`config.mk`:
```
export PLATFORM = sky130hd
export DESIGN_NAME = sar_timing_seq
export DESIGN_NICKNAME = d
export VERILOG_FILES = /design/src/rtl/sar_timing_seq_pkg.sv /design/src/rtl/sar_timing_seq_clkgen.sv /design/src/rtl/sar_timing_seq_ctrl.sv /design/src/rtl/sar_timing_seq_sar.sv /design/src/rtl/sar_timing_seq.sv
export SDC_FILE = /design/constraint.sdc
export NUM_CORES = 1
export LEC_CHECK = 0
export ABC_CLOCK_PERIOD_IN_PS = 3700
export BUFFER_PORTS_ARGS = -buffer_cell sky130_fd_sc_hd__buf_2
export CAP_MARGIN = 10
export CORE_ASPECT_RATIO = 0.8
export CORE_MARGIN = 2
export CORE_UTILIZATION = 55
export CTS_CLUSTER_DIAMETER = 60
export CTS_CLUSTER_SIZE = 20
export DETAILED_ROUTE_END_ITERATION = 10
export GPL_TIMING_DRIVEN = 0
export PLACE_DENSITY = 0.76
export SYNTH_ARGS = -nofsm -noshare
export SYNTH_HDL_FRONTEND = slang
export SYNTH_SLANG_ARGS = --single-unit
```
`constraint.sdc`:
```
create_clock -name clk -period 3.7 [get_ports clk]
set_clock_uncertainty 0.15 [all_clocks]
set_input_delay 0.74 -clock clk [delete_from_list [all_inputs] [get_ports clk]]
set_output_delay 0.74 -clock clk [all_outputs]
set_load 0.005 [all_outputs]
```
`src/rtl/sar_timing_seq_pkg.sv`:
```
package sar_timing_seq_pkg;

  localparam int DATA_W  = 12;
  localparam int SMP_W   = 5;
  localparam int BIT_W   = 4;
  localparam int DIV_W   = 3;

  typedef enum logic [1:0] {
    PH_IDLE    = 2'd0,
    PH_SAMPLE  = 2'd1,
    PH_CONVERT = 2'd2
  } phase_t;

  // Sample phase length in converter clocks.
  function automatic logic [SMP_W-1:0] smp_len(input logic [1:0] code, input logic long_mode);
    logic [SMP_W-1:0] base;
    logic [SMP_W-1:0] step;
    base = long_mode ? SMP_W'(12) : SMP_W'(2);
    step = long_mode ? SMP_W'(4) : SMP_W'(2);
    return base + step * SMP_W'(code);
  endfunction

  // Number of result bits for a resolution code.
  function automatic logic [BIT_W-1:0] res_bits(input logic [1:0] code);
    case (code)
      2'd0:    return BIT_W'(8);
      2'd1:    return BIT_W'(10);
      default: return BIT_W'(12);
    endcase
  endfunction

  // Divide ratio minus one, so the divider wraps at this count.
  function automatic logic [DIV_W-1:0] div_last(input logic [1:0] code);
    return DIV_W'((4'd1 << code) - 4'd1);
  endfunction

  function automatic logic [DATA_W-1:0] res_mask(input logic [BIT_W-1:0] nbits);
    return DATA_W'((32'd1 << nbits) - 32'd1);
  endfunction

endpackage

```
`src/rtl/sar_timing_seq_clkgen.sv`:
```
module sar_timing_seq_clkgen
  import sar_timing_seq_pkg::*;
#(
  parameter int SYNC_STAGES = 2
) (
  input  logic       clk,
  input  logic       rst_n,
  input  logic [1:0] src_sel,
  input  logic [1:0] div_sel,
  input  logic       alt_tick,
  input  logic       async_clk,
  input  logic       start_acc,
  output logic       src_tick,
  output logic       conv_tick,
  output logic       restart
);

  localparam int SH_W = SYNC_STAGES + 1;

  logic [1:0]       src_q;
  logic [1:0]       div_q;
  logic             half_t;
  logic [SH_W-1:0]  as_sh;
  logic [DIV_W-1:0] dcnt;
  logic             as_tick;
  logic             wrap;

  // Synchronizer chain plus one extra stage for edge detection.
  genvar g;
  generate
    for (g = 0; g < SH_W; g++) begin : g_sync
      if (g == 0) begin : g_first
        always_ff @(posedge clk or negedge rst_n)
          if (!rst_n) as_sh[0] <= 1'b0;
          else        as_sh[0] <= async_clk;
      end else begin : g_next
        always_ff @(posedge clk or negedge rst_n)
          if (!rst_n) as_sh[g] <= 1'b0;
          else        as_sh[g] <= as_sh[g-1];
      end
    end
  endgenerate

  assign as_tick = as_sh[SH_W-2] & ~as_sh[SH_W-1];

  always_comb begin
    case (src_sel)
      2'd0:    src_tick = 1'b1;
      2'd1:    src_tick = half_t;
      2'd2:    src_tick = alt_tick;
      default: src_tick = as_tick;
    endcase
  end

  assign restart   = start_acc || (src_sel != src_q) || (div_sel != div_q);
  assign wrap      = dcnt >= div_last(div_sel);
  assign conv_tick = src_tick && wrap && !restart;

  always_ff @(posedge clk or negedge rst_n) begin
    if (!rst_n) begin
      src_q  <= 2'd0;
      div_q  <= 2'd0;
      half_t <= 1'b0;
      dcnt   <= '0;
    end else begin
      src_q <= src_sel;
      div_q <= div_sel;
      if (restart) begin
        half_t <= 1'b0;
        dcnt   <= '0;
      end else begin
        half_t <= ~half_t;
        if (src_tick) dcnt <= wrap ? '0 : dcnt + DIV_W'(1);
      end
    end
  end

endmodule

```
`src/rtl/sar_timing_seq_ctrl.sv`:
```
module sar_timing_seq_ctrl
  import sar_timing_seq_pkg::*;
(
  input  logic             clk,
  input  logic             rst_n,
  input  logic             start,
  input  logic             cont_en,
  input  logic             conv_tick,
  input  logic [1:0]       smp_sel,
  input  logic             long_smp,
  input  logic [1:0]       res_sel,
  output phase_t           phase,
  output logic             start_acc,
  output logic             hold_en,
  output logic             bit_en,
  output logic             last_bit,
  output logic [BIT_W-1:0] bit_idx,
  output logic [BIT_W-1:0] nbits,
  output logic             done
);

  logic [SMP_W-1:0] smp_cnt;
  logic [SMP_W-1:0] smp_lim;

  assign start_acc = (phase == PH_IDLE) && start;
  assign hold_en   = (phase == PH_SAMPLE) && conv_tick && (smp_cnt == smp_lim - SMP_W'(1));
  assign bit_en    = (phase == PH_CONVERT) && conv_tick;
  assign last_bit  = bit_en && (bit_idx == '0);

  always_ff @(posedge clk or negedge rst_n) begin
    if (!rst_n) begin
      phase   <= PH_IDLE;
      smp_cnt <= '0;
      smp_lim <= '0;
      bit_idx <= '0;
      nbits   <= '0;
      done    <= 1'b0;
    end else begin
      done <= 1'b0;
      if (start_acc) begin
        phase   <= PH_SAMPLE;
        smp_cnt <= '0;
        smp_lim <= smp_len(smp_sel, long_smp);
        nbits   <= res_bits(res_sel);
      end else if (hold_en) begin
        phase   <= PH_CONVERT;
        bit_idx <= nbits - BIT_W'(1);
      end else if ((phase == PH_SAMPLE) && conv_tick) begin
        smp_cnt <= smp_cnt + SMP_W'(1);
      end else if (last_bit) begin
        done <= 1'b1;
        if (cont_en) begin
          phase   <= PH_SAMPLE;
          smp_cnt <= '0;
          smp_lim <= smp_len(smp_sel, long_smp);
          nbits   <= res_bits(res_sel);
        end else begin
          phase <= PH_IDLE;
        end
      end else if (bit_en) begin
        bit_idx <= bit_idx - BIT_W'(1);
      end
    end
  end

endmodule

```
`src/rtl/sar_timing_seq_sar.sv`:
```
module sar_timing_seq_sar
  import sar_timing_seq_pkg::*;
(
  input  logic              clk,
  input  logic              rst_n,
  input  logic [DATA_W-1:0] ain,
  input  logic [BIT_W-1:0]  nbits,
  input  logic              hold_en,
  input  logic              bit_en,
  input  logic              last_bit,
  input  logic [BIT_W-1:0]  bit_idx,
  output logic [DATA_W-1:0] result
);

  logic [DATA_W-1:0] held;
  logic [DATA_W-1:0] sar;
  logic [DATA_W-1:0] trial;
  logic [DATA_W-1:0] sar_nxt;

  assign trial   = sar | (DATA_W'(1) << bit_idx);
  assign sar_nxt = (trial <= held) ? trial : sar;

  always_ff @(posedge clk or negedge rst_n) begin
    if (!rst_n) begin
      held   <= '0;
      sar    <= '0;
      result <= '0;
    end else begin
      if (hold_en) begin
        held <= ain & res_mask(nbits);
        sar  <= '0;
      end else if (bit_en) begin
        sar <= sar_nxt;
      end
      if (last_bit) result <= sar_nxt;
    end
  end

endmodule

```
`src/rtl/sar_timing_seq.sv`:
```
module sar_timing_seq
  import sar_timing_seq_pkg::*;
(
  input  logic        clk,
  input  logic        rst_n,
  input  logic [1:0]  src_sel,
  input  logic [1:0]  div_sel,
  input  logic [1:0]  smp_sel,
  input  logic        long_smp,
  input  logic [1:0]  res_sel,
  input  logic        cont_en,
  input  logic        start,
  input  logic        alt_tick,
  input  logic        async_clk,
  input  logic [11:0] ain,
  output logic        busy,
  output logic [11:0] result,
  output logic        done
);

  logic             src_tick;
  logic             conv_tick;
  logic             restart;
  logic             start_acc;
  logic             hold_en;
  logic             bit_en;
  logic             last_bit;
  logic [BIT_W-1:0] bit_idx;
  logic [BIT_W-1:0] nbits;
  phase_t           phase;

  sar_timing_seq_clkgen #(.SYNC_STAGES(2)) u_clkgen (
    .clk       (clk),
    .rst_n     (rst_n),
    .src_sel   (src_sel),
    .div_sel   (div_sel),
    .alt_tick  (alt_tick),
    .async_clk (async_clk),
    .start_acc (start_acc),
    .src_tick  (src_tick),
    .conv_tick (conv_tick),
    .restart   (restart)
  );

  sar_timing_seq_ctrl u_ctrl (
    .clk       (clk),
    .rst_n     (rst_n),
    .start     (start),
    .cont_en   (cont_en),
    .conv_tick (conv_tick),
    .smp_sel   (smp_sel),
    .long_smp  (long_smp),
    .res_sel   (res_sel),
    .phase     (phase),
    .start_acc (start_acc),
    .hold_en   (hold_en),
    .bit_en    (bit_en),
    .last_bit  (last_bit),
    .bit_idx   (bit_idx),
    .nbits     (nbits),
    .done      (done)
  );

  sar_timing_seq_sar u_sar (
    .clk      (clk),
    .rst_n    (rst_n),
    .ain      (ain),
    .nbits    (nbits),
    .hold_en  (hold_en),
    .bit_en   (bit_en),
    .last_bit (last_bit),
    .bit_idx  (bit_idx),
    .result   (result)
  );

  assign busy = (phase != PH_IDLE);

endmodule

```
==> report_table.html, run 1 <==
<table>
<tr><th>Metric</th><th>Value</th></tr>
<tr><th colspan="2">Logic synthesis</th></tr>
<tr><td>Most instantiated library cell after synthesis</td><td>sky130_fd_sc_hd__dfrtp_1</td></tr>
<tr><td>Ys Warns</td><td>0</td></tr>
<tr><td>Proportion of netlist area held by the largest area contributor</td><td>0.4731</td></tr>
<tr><td>Count of mapped cells out of synthesis</td><td>360</td></tr>
<tr><td>Commonest cells in the netlist</td><td>sky130_fd_sc_hd__dfrtp_1, sky130_fd_sc_hd__nor2_1, sky130_fd_sc_hd__nand2_1, sky130_fd_sc_hd__a21oi_1, sky130_fd_sc_hd__inv_1</td></tr>
<tr><td>Post-synth EDFFs</td><td>0</td></tr>
<tr><td>Flip-flop and latch count after synthesis</td><td>66</td></tr>
<tr><td>Cell accounting for the most synthesized area</td><td>sky130_fd_sc_hd__dfrtp_1</td></tr>
<tr><td>Synthesized net count</td><td>409</td></tr>
<tr><td>Number of different library cells in the post-synthesis netlist</td><td>47</td></tr>
<tr><td>Ys async rst share</td><td>1.000</td></tr>
<tr><td>Syn Area/Cell</td><td>9.697 um2</td></tr>
<tr><td>Synth area leaders</td><td>sky130_fd_sc_hd__dfrtp_1, sky130_fd_sc_hd__ha_1, sky130_fd_sc_hd__a21oi_1, sky130_fd_sc_hd__o21ai_0, sky130_fd_sc_hd__nor2_1</td></tr>
<tr><td>Cell area after synthesis</td><td>between 0.003 and 0.004 mm2</td></tr>
<tr><td>Most frequently used flop master after synthesis</td><td>sky130_fd_sc_hd__dfrtp_1</td></tr>
<tr><td>Sequential fraction of the synthesis area</td><td>0.4731</td></tr>
<tr><th colspan="2">STA</th></tr>
<tr><td>Highest attainable clock frequency</td><td>294.5 MHz</td></tr>
<tr><td>Final Max Slew Viols</td><td>0</td></tr>
<tr><td>Count of endpoints failing hold in the final timing report</td><td>0</td></tr>
<tr><td>Time the final worst path needs with I/O delays and setup</td><td>about 3400 ps</td></tr>
<tr><td>Fin crit share</td><td>0.9176</td></tr>
<tr><td>Normalized max-slew margin</td><td>0.4545</td></tr>
<tr><td>Worst hold slack after final layout</td><td>221.5 ps</td></tr>
<tr><td>Setup-failing EPs final</td><td>0</td></tr>
<tr><td>Setup repair after global routing missed its margin</td><td>false</td></tr>
<tr><td>Slew at the pin with the worst max-slew slack</td><td>~820 ps</td></tr>
<tr><th colspan="2">Final layout</th></tr>
<tr><td>Filler cell count in the final layout</td><td>around 500</td></tr>
<tr><td>Fraction of layout cells with a size suffix above 1</td><td>0.2072</td></tr>
<tr><td>Number of inserted diodes</td><td>0</td></tr>
<tr><td>Layout Utilization</td><td>0.6748</td></tr>
<tr><td>Area growth from synthesis to layout</td><td>16.09%</td></tr>
<tr><td>Final cell count without fillers</td><td>~500</td></tr>
<tr><td>Final Net Count</td><td>between 400 and 500</td></tr>
<tr><th colspan="2">Worst setup path</th></tr>
<tr><td>Critical path arrival</td><td>between 3000 and 4000 ps</td></tr>
<tr><td>Critical Path Start</td><td>div_sel[1]</td></tr>
<tr><td>Worst endpoint required time</td><td>3820 ps</td></tr>
<tr><td>WS Path Type</td><td>in2reg</td></tr>
<tr><td>Critical path buffer and inverter count</td><td>2</td></tr>
<tr><td>FF-to-FF path depth</td><td>11</td></tr>
<tr><td>Largest fanout on the critical path</td><td>10</td></tr>
<tr><td>R2R Setup Slk</td><td>just over 400 ps</td></tr>
<tr><td>Longest individual stage delay on the worst path</td><td>approximately 570 ps</td></tr>
<tr><td>R2R Path Start</td><td>u_ctrl.bit_idx[1]</td></tr>
<tr><td>Endpoint type of the worst setup path</td><td>register</td></tr>
<tr><td>End of the worst register-to-register path</td><td>u_sar.sar[6]</td></tr>
<tr><td>Critical path, cell by cell</td><td>buf_2 -&gt; or2_2 -&gt; ha_1 -&gt; nor2b_1 -&gt; o21ai_1 -&gt; nand2_2 -&gt; or4_4 -&gt; buf_6 -&gt; mux2i_1 -&gt; ha_1 -&gt; xor2_1 -&gt; nor2_1 -&gt; a31oi_1</td></tr>
<tr><td>Startpoint type of the worst setup path</td><td>primary input</td></tr>
<tr><td>Dominant cell type by count on the critical path</td><td>sky130_fd_sc_hd__ha_1</td></tr>
<tr><td>Delay-heaviest family, CP</td><td>simple AND/OR/NAND/NOR gates</td></tr>
<tr><td>Highest-delay cell along the critical path</td><td>sky130_fd_sc_hd__or4_4</td></tr>
<tr><th colspan="2">Hold path</th></tr>
<tr><td>Number of cells on the worst hold path</td><td>0</td></tr>
<tr><td>Startpoint of the tightest hold check path</td><td>u_clkgen.as_sh[0]</td></tr>
<tr><td>Worst Hold Endpoint</td><td>u_clkgen.as_sh[1]</td></tr>
<tr><td>HP Class</td><td>reg2reg</td></tr>
<tr><th colspan="2">Clock network</th></tr>
<tr><td>CTS clk-pin slew, worst paths</td><td>70 ps</td></tr>
<tr><td>Buffers inserted by post-CTS timing repair</td><td>0</td></tr>
<tr><td>Root Buffer</td><td>sky130_fd_sc_hd__clkbuf_8</td></tr>
<tr><td>Num CTS Buffers</td><td>9</td></tr>
<tr><td>Bufs on Longest Clock Path</td><td>2</td></tr>
<tr><td>Source-to-sink clock delay at the later pin of the worst-skew pair</td><td>340 ps</td></tr>
<tr><td>H-tree lvl count</td><td>3</td></tr>
<tr><td>Clock net sink count</td><td>66</td></tr>
<tr><td>CTS tree</td><td>done</td></tr>
<tr><th colspan="2">Status</th></tr>
<tr><td>Result of the run</td><td>finished clean</td></tr>
<tr><th colspan="2">Place</th></tr>
<tr><td>Placed wire-length estimate after detailed placement</td><td>roughly 5600 um</td></tr>
<tr><td>Quantity of I/O buffers inserted on ports</td><td>40</td></tr>
<tr><td>Global placement routability congestion</td><td>0.8770</td></tr>
<tr><td>Post-Place Cells</td><td>just under 500</td></tr>
<tr><th colspan="2">Pwr</th></tr>
<tr><td>Leakage power</td><td>2.029 nW</td></tr>
<tr><td>Power density relative to cell area</td><td>about 490 mW/mm2</td></tr>
<tr><td>Final Total Pwr</td><td>between 0.0015 and 0.002 W</td></tr>
<tr><td>Maximum resistive drop on vdd</td><td>roughly 0.31 mV</td></tr>
<tr><th colspan="2">Floorplan</th></tr>
<tr><td>Placeable core region</td><td>0.006006 mm2</td></tr>
<tr><td>Effective utilization at floorplan</td><td>0.5812</td></tr>
<tr><td>Num rows</td><td>25</td></tr>
<tr><td>Die span in x</td><td>about 93 um</td></tr>
<tr><td>Die footprint</td><td>roughly 0.0070 mm2</td></tr>
<tr><td>Die height</td><td>75.26 um</td></tr>
<tr><td>Top-Level Pins</td><td>41</td></tr>
<tr><th colspan="2">Detailed routing</th></tr>
<tr><td>Overall via count from detail_route</td><td>between 2000 and 3000</td></tr>
<tr><td>Count of nets left with antenna violations after detail routing</td><td>0</td></tr>
<tr><td>Routed wire length</td><td>around 7500 um</td></tr>
<tr><td>Post-detailed-route via-to-cell ratio</td><td>5.579</td></tr>
<tr><td>DR pass1 iterations</td><td>4</td></tr>
<tr><td>Initial drt markers</td><td>roughly 190</td></tr>
<tr><td>Routed length per placed instance</td><td>~15 um</td></tr>
<tr><td>Remaining DRCs</td><td>0</td></tr>
<tr><th colspan="2">GRT</th></tr>
<tr><td>Combined global-route utilization of all metal layers</td><td>0.2372</td></tr>
<tr><td>Total overflow reported by the global router</td><td>0</td></tr>
<tr><td>Number of global-route vias before repair</td><td>approximately 2700</td></tr>
<tr><td>Global-route wire length before repair</td><td>between 10000 and 15000 um</td></tr>
<tr><td>Largest net degree at the start of global routing</td><td>67</td></tr>
<tr><td>Antenna violations before repair</td><td>0</td></tr>
<tr><th colspan="2">Job</th></tr>
<tr><td>MaxCap Viol Count</td><td>0</td></tr>
</table>
[metrics by stage]
| stage | setup slack, ps | TNS [ps] | instance area [um2] |
|---|---|---|---|
| 2_1_floorplan | 267.2 | 0 | 3491 |
| 3_3_place_gp | -137.7 | -211.5 | 3792 |
| 3_5_place_dp | -248.0 | -399.1 | 3795 |
| 4_1_cts | 123.8 | 0 | 4043 |
| 5_1_grt | 112.7 | 0 | 4053 |
| 6_report | 305.0 | 0 | 4053 |
[routing by layer]
metal	routed length (um)	part of all wire	global-route usage	up-vias
met5	0	0	0	-
met4	80	0.011	0.06863	0
met3	369	0.049	0.06306	6
met2	3271	0.43	0.3567	64
met1	3799	0.51	0.3436	1331
li1	-	-	-	1366
[layout make-up]
type / instances / area, um2 / share of cell area
Timing Repair Buffer: 40 / 202.7 / 0.05002
Buffer: 13 / 75.07 / 0.01852
Clock buffer: 9 / 123.9 / 0.03057
Tap cell: 81 / 101.3 / 0.02501
Clock inverter: 7 / 123.9 / 0.03057
Sequential cell: 66 / 1652 / 0.4075
Inverter: 27 / 101.3 / 0.02501
Multi-Input combinational cell: 253 / 1673 / 0.4128
[cells in the final DEF (no fill, tap or decap), types with 3 or more instances in the layout]
cell / count
sky130_fd_sc_hd__nand2_1: 27
sky130_fd_sc_hd__buf_2: 44
sky130_fd_sc_hd__mux2_2: 9
sky130_fd_sc_hd__dfrtp_1: 66
sky130_fd_sc_hd__nand2b_1: 6
sky130_fd_sc_hd__a31oi_1: 5
sky130_fd_sc_hd__inv_6: 3
sky130_fd_sc_hd__inv_1: 27
sky130_fd_sc_hd__or2_2: 3
sky130_fd_sc_hd__a21oi_1: 27
sky130_fd_sc_hd__nand3b_1: 4
sky130_fd_sc_hd__clkbuf_8: 9
sky130_fd_sc_hd__xnor2_1: 8
sky130_fd_sc_hd__nor2b_1: 6
sky130_fd_sc_hd__nand3_1: 16
sky130_fd_sc_hd__o21ai_0: 25
sky130_fd_sc_hd__o31ai_1: 3
sky130_fd_sc_hd__nor4_1: 5
sky130_fd_sc_hd__o41ai_1: 3
sky130_fd_sc_hd__clkbuf_1: 4
sky130_fd_sc_hd__ha_1: 21
sky130_fd_sc_hd__bufinv_16: 3
sky130_fd_sc_hd__nor2_1: 31
sky130_fd_sc_hd__xor2_1: 7
sky130_fd_sc_hd__mux2i_1: 3
sky130_fd_sc_hd__nand4_1: 9
sky130_fd_sc_hd__a21o_1: 5
sky130_fd_sc_hd__nor3_1: 5
[logic make-up after synthesis]
logic type                 after synthesis  synth area share
and+or+nand+nor                        125            0.1835
buffers and inverters                   41           0.05161
DFF                                     66            0.4731
adders and majority gates               22           0.08100
muxes                                   12           0.03764
xor gates and xnor gates                15           0.03764
AOI/OAI and AO/OA                       79            0.1355
[timing repair]
item,in CTS,in global routing
gates resized for setup,0,3
hold buffers,0,0
endpoints found under the setup margin,0,9
endpoints found under the hold margin,0,0
[how the worst max path moves through the flow]
stage                              endpoint  cells past startpoint  slack, ps
after CTS                 u_ctrl.bit_idx[2]                     13        120
final                     u_ctrl.bit_idx[2]                     13        300
after global routing           u_sar.sar[4]                     11        110
after global placement    u_ctrl.bit_idx[2]                     13       -140
after detailed placement  u_ctrl.bit_idx[2]                     13       -250
after floorplan           u_ctrl.bit_idx[2]                     12        270
[flip-flops by register name, indices dropped and copies added, names as in the netlist]
name	cells
u_ctrl.smp_lim	4
u_clkgen.half_t	1
u_ctrl.smp_cnt	5
u_clkgen.as_sh	3
u_clkgen.dcnt	3
u_ctrl.phase	2
u_clkgen.src_q	2
u_ctrl.bit_idx	4
u_sar.result	12
u_ctrl.done	1
u_sar.held	12
u_sar.sar	12
u_clkgen.div_q	2
u_ctrl.nbits	3
[where the power goes]
group	switching, W	internal (W)	total, W	leakage (nW)
Clock	0.000298	0.000454	0.000753	0.121
Combinational	0.000206	0.000169	0.000375	1.08
Sequential	0.0000554	0.000784	0.000839	0.828
Total	0.000559	0.00141	0.00197	2.03
No activity file was read; power rests on OpenSTA's default activity.
==> inputs of run 2 (changes only) <==
--- a/config.mk
+++ b/config.mk
@@ -10,12 +10,11 @@
 export CAP_MARGIN = 10
 export CORE_ASPECT_RATIO = 0.8
 export CORE_MARGIN = 2
-export CORE_UTILIZATION = 55
+export CORE_UTILIZATION = 40
 export CTS_CLUSTER_DIAMETER = 60
 export CTS_CLUSTER_SIZE = 20
 export DETAILED_ROUTE_END_ITERATION = 10
 export GPL_TIMING_DRIVEN = 0
-export PLACE_DENSITY = 0.76
 export SYNTH_ARGS = -nofsm -noshare
 export SYNTH_HDL_FRONTEND = slang
 export SYNTH_SLANG_ARGS = --single-unit
==> report_table.html, run 2 (synthesis results as in run 1) <==
<table>
<tr><th>Metric</th><th>Value</th></tr>
<tr><th colspan="2">Status</th></tr>
<tr><td>Result of the run</td><td>finished clean (unchanged)</td></tr>
<tr><th colspan="2">Floorplan</th></tr>
<tr><td>Die span in x</td><td>108.4 um (was 93.07 um)</td></tr>
<tr><td>Die height</td><td>87.56 um (was 75.26 um)</td></tr>
<tr><td>Num rows</td><td>30 (was 25)</td></tr>
<tr><td>Placeable core region</td><td>0.008483 mm2 (was 0.006006 mm2)</td></tr>
<tr><td>Effective utilization at floorplan</td><td>0.4115 (was 0.5812)</td></tr>
<tr><td>Die footprint</td><td>0.009495 mm2 (was 0.007004 mm2)</td></tr>
<tr><td>Top-Level Pins</td><td>41 (unchanged)</td></tr>
<tr><th colspan="2">Worst setup path</th></tr>
<tr><td>WS Path Type</td><td>reg2reg (was in2reg)</td></tr>
<tr><td>Largest fanout on the critical path</td><td>10 (unchanged)</td></tr>
<tr><td>FF-to-FF path depth</td><td>11 (unchanged)</td></tr>
<tr><td>R2R Setup Slk</td><td>270 ps (was 410 ps)</td></tr>
<tr><td>Endpoint type of the worst setup path</td><td>register (unchanged)</td></tr>
<tr><td>Critical path arrival</td><td>3540 ps (was 3510 ps)</td></tr>
<tr><td>R2R Path Start</td><td>u_ctrl.bit_idx[0] (was u_ctrl.bit_idx[1])</td></tr>
<tr><td>End of the worst register-to-register path</td><td>u_sar.sar[6] (unchanged)</td></tr>
<tr><td>Startpoint type of the worst setup path</td><td>register (was primary input)</td></tr>
<tr><td>Worst endpoint required time</td><td>3800 ps (was 3820 ps)</td></tr>
<tr><th colspan="2">Detailed routing</th></tr>
<tr><td>Initial drt markers</td><td>127 (was 187)</td></tr>
<tr><td>Routed length per placed instance</td><td>14.84 um (was 15.16 um)</td></tr>
<tr><td>Count of nets left with antenna violations after detail routing</td><td>0 (unchanged)</td></tr>
<tr><td>Overall via count from detail_route</td><td>2748 (was 2767)</td></tr>
<tr><td>Remaining DRCs</td><td>0 (unchanged)</td></tr>
<tr><td>DR pass1 iterations</td><td>4 (unchanged)</td></tr>
<tr><td>Routed wire length</td><td>7833 um (was 7520 um)</td></tr>
<tr><td>Post-detailed-route via-to-cell ratio</td><td>5.205 (was 5.579)</td></tr>
<tr><th colspan="2">Pwr</th></tr>
<tr><td>Leakage power</td><td>2.039 nW (was 2.029 nW)</td></tr>
<tr><td>Maximum resistive drop on vdd</td><td>0.2024 mV (was 0.3131 mV)</td></tr>
<tr><td>Power density relative to cell area</td><td>490.3 mW/mm2 (was 485.2 mW/mm2)</td></tr>
<tr><th colspan="2">Place</th></tr>
<tr><td>Placed wire-length estimate after detailed placement</td><td>5731 um (was 5554 um)</td></tr>
<tr><td>Quantity of I/O buffers inserted on ports</td><td>40 (unchanged)</td></tr>
<tr><td>Global placement routability congestion</td><td>0.8849 (was 0.8770)</td></tr>
<tr><td>Post-DP Area</td><td>0.003834 mm2 (was 0.003795 mm2)</td></tr>
<tr><td>Post-Place Cells</td><td>512 (was 481)</td></tr>
<tr><th colspan="2">GRT</th></tr>
<tr><td>Largest net degree at the start of global routing</td><td>67 (unchanged)</td></tr>
<tr><td>Number of global-route vias before repair</td><td>2585 (was 2657)</td></tr>
<tr><td>Antenna violations before repair</td><td>0 (unchanged)</td></tr>
<tr><td>Global-route wire length before repair</td><td>12730 um (was 12670 um)</td></tr>
<tr><td>Combined global-route utilization of all metal layers</td><td>0.1781 (was 0.2372)</td></tr>
<tr><td>Total overflow reported by the global router</td><td>0 (unchanged)</td></tr>
<tr><th colspan="2">Clock network</th></tr>
<tr><td>Clock net sink count</td><td>66 (unchanged)</td></tr>
<tr><td>Root Buffer</td><td>sky130_fd_sc_hd__clkbuf_8 (unchanged)</td></tr>
<tr><td>Num CTS Buffers</td><td>9 (unchanged)</td></tr>
<tr><td>Hold-fix buffers, CTS</td><td>0 (unchanged)</td></tr>
<tr><td>CTS clk-pin slew, worst paths</td><td>70 ps (about the same)</td></tr>
<tr><td>Source-to-sink clock delay at the later pin of the worst-skew pair</td><td>350 ps (was 340 ps)</td></tr>
<tr><td>H-tree lvl count</td><td>3 (unchanged)</td></tr>
<tr><td>Buffers inserted by post-CTS timing repair</td><td>0 (unchanged)</td></tr>
<tr><td>Resized Gates After CTS</td><td>0 (unchanged)</td></tr>
<tr><td>Bufs on Longest Clock Path</td><td>2 (unchanged)</td></tr>
<tr><td>CTS tree</td><td>done (unchanged)</td></tr>
<tr><th colspan="2">Final layout</th></tr>
<tr><td>Most frequent cells in the layout</td><td>sky130_fd_sc_hd__dfrtp_1, sky130_fd_sc_hd__buf_2, sky130_fd_sc_hd__nor2_1 (unchanged)</td></tr>
<tr><td>Layout Utilization</td><td>0.4845 (was 0.6748)</td></tr>
<tr><td>Number of inserted diodes</td><td>0 (unchanged)</td></tr>
<tr><td>Final cell count without fillers</td><td>528 (was 496)</td></tr>
<tr><td>Post-route cell area</td><td>0.004110 mm2 (was 0.004053 mm2)</td></tr>
<tr><td>Final Net Count</td><td>460 (was 459)</td></tr>
<tr><td>Top Registers</td><td>u_sar.held x12, u_sar.result x12, u_sar.sar x12 (unchanged)</td></tr>
<tr><td>Commonest non-fill, non-tap cell in the layout</td><td>sky130_fd_sc_hd__dfrtp_1 (unchanged)</td></tr>
<tr><td>Area growth from synthesis to layout</td><td>17.74% (was 16.09%)</td></tr>
<tr><td>Fraction of layout cells with a size suffix above 1</td><td>0.2043 (was 0.2072)</td></tr>
<tr><th colspan="2">STA</th></tr>
<tr><td>Final Max Slew Viols</td><td>0 (unchanged)</td></tr>
<tr><td>Fin crit share</td><td>0.9280 (was 0.9176)</td></tr>
<tr><td>Normalized max-slew margin</td><td>0.4498 (was 0.4545)</td></tr>
<tr><td>Setup-failing EPs final</td><td>0 (unchanged)</td></tr>
<tr><td>Setup repair after global routing missed its margin</td><td>false (unchanged)</td></tr>
<tr><td>Count of endpoints failing hold in the final timing report</td><td>0 (unchanged)</td></tr>
<tr><td>Final TNS setup</td><td>0 ps (unchanged)</td></tr>
<tr><td>Time the final worst path needs with I/O delays and setup</td><td>3433 ps (was 3395 ps)</td></tr>
<tr><td>Worst hold slack after final layout</td><td>199.8 ps (was 221.5 ps)</td></tr>
<tr><td>Slew at the pin with the worst max-slew slack</td><td>825.3 ps (was 818.3 ps)</td></tr>
<tr><td>Highest attainable clock frequency</td><td>291.3 MHz (was 294.5 MHz)</td></tr>
<tr><th colspan="2">Hold path</th></tr>
<tr><td>Startpoint of the tightest hold check path</td><td>u_clkgen.as_sh[0] (unchanged)</td></tr>
<tr><td>Number of cells on the worst hold path</td><td>0 (unchanged)</td></tr>
<tr><td>HP Class</td><td>reg2reg (unchanged)</td></tr>
<tr><td>Worst Hold Endpoint</td><td>u_clkgen.as_sh[1] (unchanged)</td></tr>
<tr><th colspan="2">Job</th></tr>
<tr><td>MaxCap Viol Count</td><td>0 (unchanged)</td></tr>
</table>
==> run 2: cell types whose count changed in the layout (fill, tap and decap cells not counted) <==
cell                        change
sky130_fd_sc_hd__nand2_1        +1
sky130_fd_sc_hd__clkinv_2       +1
sky130_fd_sc_hd__clkinv_4       +1
sky130_fd_sc_hd__bufinv_16      +1
sky130_fd_sc_hd__nand2_2        -1
sky130_fd_sc_hd__inv_6          -3
sky130_fd_sc_hd__clkbuf_1       +1
==> run 2: cell type report <==
class | count | area, um2
Timing Repair Buffer | 40 | 202.7
Buffer | 14 | 78.83
Tap cell | 112 | 140.1
Clock inverter | 7 | 141.4
Inverter | 27 | 101.3
Fill cell | 852 | 4373
Sequential cell | 66 | 1652
Multi-Input combinational cell | 253 | 1670
Clock buffer | 9 | 123.9
==> run 2: worst max path at each step <==
stage | startpoint | to | depth (start not counted)
2_1_floorplan | div_sel[1] | u_ctrl.bit_idx[2] | 12
3_3_place_gp | div_sel[1] | u_ctrl.bit_idx[2] | 13
3_5_place_dp | div_sel[1] | u_ctrl.bit_idx[2] | 13
4_1_cts | div_sel[1] | u_ctrl.bit_idx[2] | 13
5_1_grt | u_ctrl.bit_idx[0] | u_sar.sar[6] | 11
6_report | u_ctrl.bit_idx[0] | u_sar.sar[6] | 11
==> run 2: power breakdown <==
| group | leakage [nW] | total, W | switching [W] | internal [W] |
|---|---|---|---|---|
| Combinational | 1.08 | 0.000372 | 0.000203 | 0.000169 |
| Clock | 0.129 | 0.000805 | 0.000290 | 0.000515 |
| Sequential | 0.828 | 0.000838 | 0.0000545 | 0.000784 |
| Total | 2.04 | 0.00202 | 0.000547 | 0.00147 |
==> run 2: stage by stage <==
step,total power [W],setup slack (ps)
final,0.002015,266.6
after global routing,0.002123,19.28
after CTS,0.002037,60.28
after detailed placement,0.001228,-258.0
after global placement,0.001218,-209.8
after floorplan,0.001115,267.2
==> run 2: layer usage <==
layer  wire length, um  vias up  GRT usage  share of wire
li1                  -     1366          -              -
met1              4088     1319     0.2669           0.52
met2              3236       58     0.2511           0.41
met3               426        5    0.03795          0.054
met4                82        0    0.06993          0.010
met5                 0        -          0              0
==> run 2: worst max-delay path, cell delays in order (launching register included) <==
cell and delay [ps]:
sky130_fd_sc_hd__dfrtp_1 340, sky130_fd_sc_hd__clkbuf_1 360, sky130_fd_sc_hd__nor2b_1 140, sky130_fd_sc_hd__a21oi_1 280
sky130_fd_sc_hd__inv_1 80, sky130_fd_sc_hd__ha_1 310, sky130_fd_sc_hd__and3_1 200, sky130_fd_sc_hd__a221oi_1 310
sky130_fd_sc_hd__nor3_1 120, sky130_fd_sc_hd__o41ai_4 490, sky130_fd_sc_hd__nand2_1 300, sky130_fd_sc_hd__o31ai_1 270
